--- src/rtl/lif_pkg.sv ---
package lif_pkg;

  // Signed step applied by one integration pulse.
  function automatic int weight_delta(input logic ev_neg, input logic w_neg, input int mag);
    return (ev_neg == w_neg) ? mag : -mag;
  endfunction

  // One leak step toward zero that never crosses zero.
  function automatic int leak_toward_rest(input int v, input int step);
    int r;
    if (v > 0)      r = (v > step) ? v - step : 0;
    else if (v < 0) r = (-v > step) ? v + step : 0;
    else            r = 0;
    return r;
  endfunction

endpackage

--- src/rtl/lif_weight_reg.sv ---
module lif_weight_reg #(
  parameter int MAG_W = 3
) (
  input  logic             clk,
  input  logic             rst_n,
  input  logic             load,
  input  logic [MAG_W:0]   din,
  output logic             w_neg,
  output logic [MAG_W-1:0] w_mag
);

  always_ff @(posedge clk) begin
    if (!rst_n) begin
      w_neg <= 1'b0;
      w_mag <= '0;
    end else if (load) begin
      w_neg <= din[MAG_W];
      w_mag <= din[MAG_W-1:0];
    end
  end

  AST_LOAD_TAKES: assert property (@(posedge clk) disable iff (!rst_n)
    load |=> (w_neg == $past(din[MAG_W])) && (w_mag == $past(din[MAG_W-1:0])));

endmodule

--- src/rtl/lif_integrator.sv ---
module lif_integrator #(
  parameter int ACC_W     = 16,
  parameter int MAG_W     = 3,
  parameter int LEAK_STEP = 2
) (
  input  logic                    clk,
  input  logic                    rst_n,
  input  logic                    integ_go,
  input  logic                    forget_go,
  input  logic                    ev_neg,
  input  logic                    w_neg,
  input  logic [MAG_W-1:0]        w_mag,
  input  logic signed [ACC_W-1:0] thr_pos,
  input  logic signed [ACC_W-1:0] thr_neg,
  output logic signed [ACC_W-1:0] acc,
  output logic                    fire_pos,
  output logic                    fire_neg
);

  int delta;
  int sum;
  logic signed [ACC_W-1:0] acc_n;

  always_comb begin
    delta    = lif_pkg::weight_delta(ev_neg, w_neg, int'(w_mag));
    sum      = int'(acc) + delta;
    fire_pos = integ_go && (sum >= int'(thr_pos));
    fire_neg = integ_go && !fire_pos && (sum <= int'(thr_neg));
    acc_n    = acc;
    if (integ_go)
      acc_n = (fire_pos || fire_neg) ? '0 : ACC_W'(sum);
    else if (forget_go)
      acc_n = ACC_W'(lif_pkg::leak_toward_rest(int'(acc), LEAK_STEP));
  end

  always_ff @(posedge clk) begin
    if (!rst_n) acc <= '0;
    else        acc <= acc_n;
  end

  AST_FIRE_RESTS: assert property (@(posedge clk) disable iff (!rst_n)
    (fire_pos || fire_neg) |=> (acc == '0));
  AST_LEAK_DOWN: assert property (@(posedge clk) disable iff (!rst_n)
    (forget_go && !integ_go && acc > 0) |=> (acc >= 0) && (acc < $past(acc)));
  AST_LEAK_UP: assert property (@(posedge clk) disable iff (!rst_n)
    (forget_go && !integ_go && acc < 0) |=> (acc <= 0) && (acc > $past(acc)));
  AST_SAME_SIGN_GROWS: assert property (@(posedge clk) disable iff (!rst_n)
    (integ_go && !fire_pos && !fire_neg && ev_neg == w_neg) |=> (acc >= $past(acc)));

endmodule

--- src/rtl/lif_fire_hs.sv ---
module lif_fire_hs (
  input  logic clk,
  input  logic rst_n,
  input  logic fire_pos,
  input  logic fire_neg,
  input  logic ack,
  output logic req,
  output logic col_pos,
  output logic col_neg
);

  logic pol_pos;

  always_ff @(posedge clk) begin
    if (!rst_n) begin
      req     <= 1'b0;
      pol_pos <= 1'b0;
    end else if (req) begin
      if (ack) req <= 1'b0;
    end else if (fire_pos || fire_neg) begin
      req     <= 1'b1;
      pol_pos <= fire_pos;
    end
  end

  assign col_pos = req & pol_pos;
  assign col_neg = req & ~pol_pos;

  AST_REQ_HOLD: assert property (@(posedge clk) disable iff (!rst_n)
    (req && !ack) |=> (req && $stable(col_pos)));
  AST_ACK_CLEARS: assert property (@(posedge clk) disable iff (!rst_n)
    (req && ack) |=> !req);
  AST_POS_FIRE: assert property (@(posedge clk) disable iff (!rst_n)
    (!req && fire_pos) |=> col_pos);

endmodule

--- src/rtl/lif_pixel.sv ---
module lif_pixel #(
  parameter int ACC_W     = 16,
  parameter int MAG_W     = 3,
  parameter int LEAK_STEP = 2
) (
  input  logic                    clk,
  input  logic                    rst_n,
  input  logic                    wt_load,
  input  logic [MAG_W:0]          wt_in,
  input  logic                    integ_pulse,
  input  logic                    evt_neg,
  input  logic                    forget,
  input  logic signed [ACC_W-1:0] thr_pos,
  input  logic signed [ACC_W-1:0] thr_neg,
  input  logic                    fire_ack,
  output logic                    row_req,
  output logic                    col_pos,
  output logic                    col_neg,
  output logic signed [ACC_W-1:0] acc_out
);

  logic             w_neg;
  logic [MAG_W-1:0] w_mag;
  logic             integ_go;
  logic             forget_go;
  logic             fire_pos;
  logic             fire_neg;

  // Pulses are gated while a request waits; integration outranks forgetting.
  assign integ_go  = integ_pulse & ~row_req;
  assign forget_go = forget & ~row_req & ~integ_pulse;

  lif_weight_reg #(.MAG_W(MAG_W)) u_wreg (
    .clk(clk), .rst_n(rst_n), .load(wt_load), .din(wt_in),
    .w_neg(w_neg), .w_mag(w_mag)
  );

  lif_integrator #(.ACC_W(ACC_W), .MAG_W(MAG_W), .LEAK_STEP(LEAK_STEP)) u_integ (
    .clk(clk), .rst_n(rst_n), .integ_go(integ_go), .forget_go(forget_go),
    .ev_neg(evt_neg), .w_neg(w_neg), .w_mag(w_mag),
    .thr_pos(thr_pos), .thr_neg(thr_neg),
    .acc(acc_out), .fire_pos(fire_pos), .fire_neg(fire_neg)
  );

  lif_fire_hs u_hs (
    .clk(clk), .rst_n(rst_n), .fire_pos(fire_pos), .fire_neg(fire_neg),
    .ack(fire_ack), .req(row_req), .col_pos(col_pos), .col_neg(col_neg)
  );

  AST_PEND_FREEZE: assert property (@(posedge clk) disable iff (!rst_n)
    row_req |=> $stable(acc_out));
  AST_REST_AT_REQ: assert property (@(posedge clk) disable iff (!rst_n)
    $rose(row_req) |-> (acc_out == '0));
  AST_IDLE_ACK: assert property (@(posedge clk) disable iff (!rst_n)
    (!row_req && !integ_pulse) |=> !row_req);

endmodule

--- config.mk ---
export PLATFORM = sky130hd
export DESIGN_NAME = lif_pixel
export DESIGN_NICKNAME = d
export VERILOG_FILES = /design/src/rtl/lif_pkg.sv /design/src/rtl/lif_weight_reg.sv /design/src/rtl/lif_integrator.sv /design/src/rtl/lif_fire_hs.sv /design/src/rtl/lif_pixel.sv
export SDC_FILE = /design/constraint.sdc
export NUM_CORES = 1
export LEC_CHECK = 0
export ABC_AREA = 0
export BUFFER_PORTS_ARGS = -buffer_cell sky130_fd_sc_hd__buf_2
export CORE_MARGIN = 2
export CORE_UTILIZATION = 40
export CTS_BUF_LIST = sky130_fd_sc_hd__clkbuf_8
export DETAILED_ROUTE_END_ITERATION = 16
export GPL_TIMING_DRIVEN = 0
export HOLD_SLACK_MARGIN = 0.03
export PLACE_DENSITY = 0.7
export SLEW_MARGIN = 20
export SYNTH_ARGS = -nofsm -noshare
export SYNTH_HDL_FRONTEND = slang
export SYNTH_SLANG_ARGS = --single-unit
--- constraint.sdc ---
create_clock -name clk -period 5.55 [get_ports clk]
set_input_delay 0.555 -clock clk [delete_from_list [all_inputs] [get_ports clk]]
set_output_delay 0.555 -clock clk [all_outputs]
set_load 0.02 [all_outputs]
==> impl_metrics.ini <==
[outcome]
status = completed

[logic_synthesis]
async_reset_ff_frac = 0
yosys.area.top_type_share = 0.211
synth_seq_area_share = 0.0886
syn-num-nets = 837
synth_flop_cell = dfxtp_1
syn_avg_cell_area_um2 = 7.01
yosys.area.top_type = ha_1
post-synth-top-count-cell = ha_1
syn_area_mm2 = 0.00497
synthDistinctLibCells = 68
synth_edf_count = 0
synth_seq_cells = 22
netlist_top_cells_area = ha_1 (21%), dfxtp_1 (8.9%), a21oi_1 (6.2%), nand2_1 (4.9%), inv_1 (4.4%)
yosys-top-cells-count = ha_1 (84), nand2_1 (65), a21oi_1 (62), inv_1 (58), o21ai_0 (42)
yosysWarnings = 0
syn_inst = 709

[pwr]
powerDensity_mw_per_mm2 = 566
p_comb_frac = 0.860
p_sw_frac = 0.594
leakage_nw = 2.57
max-vdd-ir-drop_v = 0.000286
power_frac_seq = 0.101
p_switching_mw = 1.97
p_int_mw = 1.35
clkPwrFrac = 0.039
power_mw = 3.32

[clocking]
htree_num_levels = 1
clk_path_buf_depth = 2
clk_latency_ns = 0.28
clock-sinks = 22
cts_hold_buf = 0
cts_root_buf = clkbuf_8
clkTransAtPathRegs_ns = 0.09
numCtsBuffers = 3
cts_tree = done

[critical_path]
worstPathCellList = buf_2 > xnor2_4 > a31oi_4 > ha_1 > a21oi_4 > nand2_2 > a311oi_4 > buf_4 > a2111oi_2 > o31ai_2 > a31oi_1 > o211ai_1 > nand4_1 > ha_1 > nand4_1 > nor4_4 > nand3_1 > and4_1 > a211oi_2 > buf_4 > buf_4 > a31oi_2 > a21oi_1 > a211oi_1
crit_path_end_kind = register
start_kind = input pin
path_buf_inv = 4
required_ns = 5.70
crit_top_cell = buf_4
crit_arrival_ns = 5.60
worst_path_largest_cell_delay_ns = 0.40
worstSetupPathType = input pin to register
cp_slowest_cell = a311oi_4
critPathTopFamily = compound AO/OA/AOI/OAI gates
crit_fanout = 8

[placed_design]
place_area_mm2 = 0.00548
dpl.hpwl_mm = 12.6
place_congestion = 0.948
port_buffers = 60

[drt]
vias = 5733
drt_iter0_drc = 614
viasPerCell = 6.04
dr.pass1.iters = 5
drt_wl_total_mm = 16.2
final_antenna_net_count = 0
wl_per_cell_um = 17.1
drc = 0

[global_routing]
grt_max_degree = 18
antenna_found_initial = 0
grt_pass1_vias = 5009
overflow = 0
gr-usage-all-layers = 0.235
grt_pass1_wl_mm = 25.3

[timing]
period_minus_slack_ns = 5.45
finalHoldViolations = 0
setup_viol_count_final = 0
fmax_mhz = 183
worst_pin_slew_ns = 1.11
clock_skew_ns = 0.0131
drv_slew = 0
relSlewSlack = 0.253
timing.final.crit_share = 0.982

[worst_hold_path]
min_path_type = register to register

[final_layout]
fin_area_mm2 = 0.00587
layout-drive-gt1-share = 0.173
fillers = 1237
final_nets = 910
area.sequential_um2 = 443
multi_input_area_mm2 = 0.00438
syn2layout_area_growth_pct = 18.1
diodes = 0
finish.utilization = 0.486

[floorplanning]
rows = 40
pin_count = 62
dieArea_mm2 = 0.0133
dieHeight_um = 115
die_width_um = 115
start_util = 0.412
core_mm2 = 0.0121

[run]
maxCapViolCount = 0
power by group through the flow:
stage	Combinational [mW]	Sequential, mW	Clock (mW)
final	2.86	0.335	0.129
after global routing	3.16	0.343	0.134
after CTS	2.68	0.334	0.127
after detailed placement	2.63	0.337	0
after global placement	2.60	0.337	0
after floorplan	1.92	0.367	0
cell type report:
cell class / instances / area share
multi-input combinational: 586 / 0.747
buffer: 39 / 0.0290
clock buffer: 4 / 0.00938
inverter: 59 / 0.0377
timing repair buffer: 71 / 0.0653
sequential: 22 / 0.0755
tap: 168 / 0.0358
routing by layer:
metal	global-route usage	up-vias	wire length, um
met5	0	-	0
met4	0.0747	0	552
met3	0.0267	35	1180
met2	0.376	266	7240
met1	0.330	2614	7230
li1	-	2818	-
cells by family after synthesis:
| group | count (synthesis) | synth area share |
|---|---|---|
| adders and majority gates | 86 | 0.218 |
| AOI/OAI and AO/OA | 230 | 0.313 |
| muxes | 5 | 0.0101 |
| DFF | 22 | 0.0886 |
| and+or+nand+nor | 239 | 0.246 |
| xor gates and xnor gates | 26 | 0.0458 |
| buffers and inverters | 101 | 0.0785 |
worst reg2reg max path: cells and delay by family, from the launching register on:
| kind | cells | cell delay [ns] |
|---|---|---|
| AO/OA/AOI/OAI | 11 | 2.20 |
| adder cells (fa/ha/maj) | 4 | 1.05 |
| buffers and inverters | 4 | 0.53 |
| flip-flops | 1 | 0.34 |
| AND/OR/NAND/NOR | 7 | 1.19 |
flip-flops by register name, indices dropped and copies added, names as in the netlist:
| name | flops |
|---|---|
| u_integ.acc | 16 |
| u_wreg.w_mag | 3 |
| u_hs.pol_pos | 1 |
| u_hs.req | 1 |
| u_wreg.w_neg | 1 |
cell usage in the layout (no fill, tap or decap), types with 4 or more instances in the layout:
cell type	n
a211o_1	4
a211oi_1	6
a211oi_2	5
a21o_1	6
a21oi_1	59
a31oi_1	8
a41oi_1	5
and2_1	5
and3_1	13
buf_2	63
buf_4	11
clkbuf_1	32
clkbuf_8	4
dfxtp_1	20
ha_1	82
inv_1	57
mux2i_1	5
nand2_1	63
nand2b_1	7
nand3_1	36
nand4_1	23
nor2_1	36
nor2b_1	5
nor3_1	15
nor3_2	4
o211ai_1	8
o21a_1	6
o21ai_0	40
o221ai_1	4
o311ai_0	6
o31ai_1	12
o32ai_1	4
or2_2	5
or3_1	6
xnor2_1	18
xor2_1	6
worst paths after layout:
kind,start,to,slack (ns),depth (start not counted)
setup / recovery,evt_neg,u_integ.acc[4]$_SDFFE_PN0P_,0.1,24
hold / removal,u_wreg.w_mag[0]$_SDFFE_PN0P_,u_wreg.w_mag[0]$_SDFFE_PN0P_,0.51,2
setup reg to reg,u_wreg.w_mag[0]$_SDFFE_PN0P_,u_integ.acc[4]$_SDFFE_PN0P_,0.11,26
hold reg to reg,u_wreg.w_mag[0]$_SDFFE_PN0P_,u_wreg.w_mag[0]$_SDFFE_PN0P_,0.51,2
through the flow:
stage                     hold slack, ns  TNS (ns)  setup slack [ns]  std cells
after floorplan                    0.460         0             0.157        709
after global placement             0.481    -22.89             -1.64        937
after global routing               0.507    -0.138           -0.0634        949
after CTS                          0.514   -0.0155           -0.0155        940
final                              0.510         0            0.0988        949
after detailed placement           0.494    -22.94             -1.62        937
repair_timing:
action	4_1_cts	5_1_grt
resized for setup	20	35
gates cloned	0	0
pin swaps	3	24
setup endpoints to repair	18	17
setup buffers	2	9
Power figures use the tool's default switching activity.
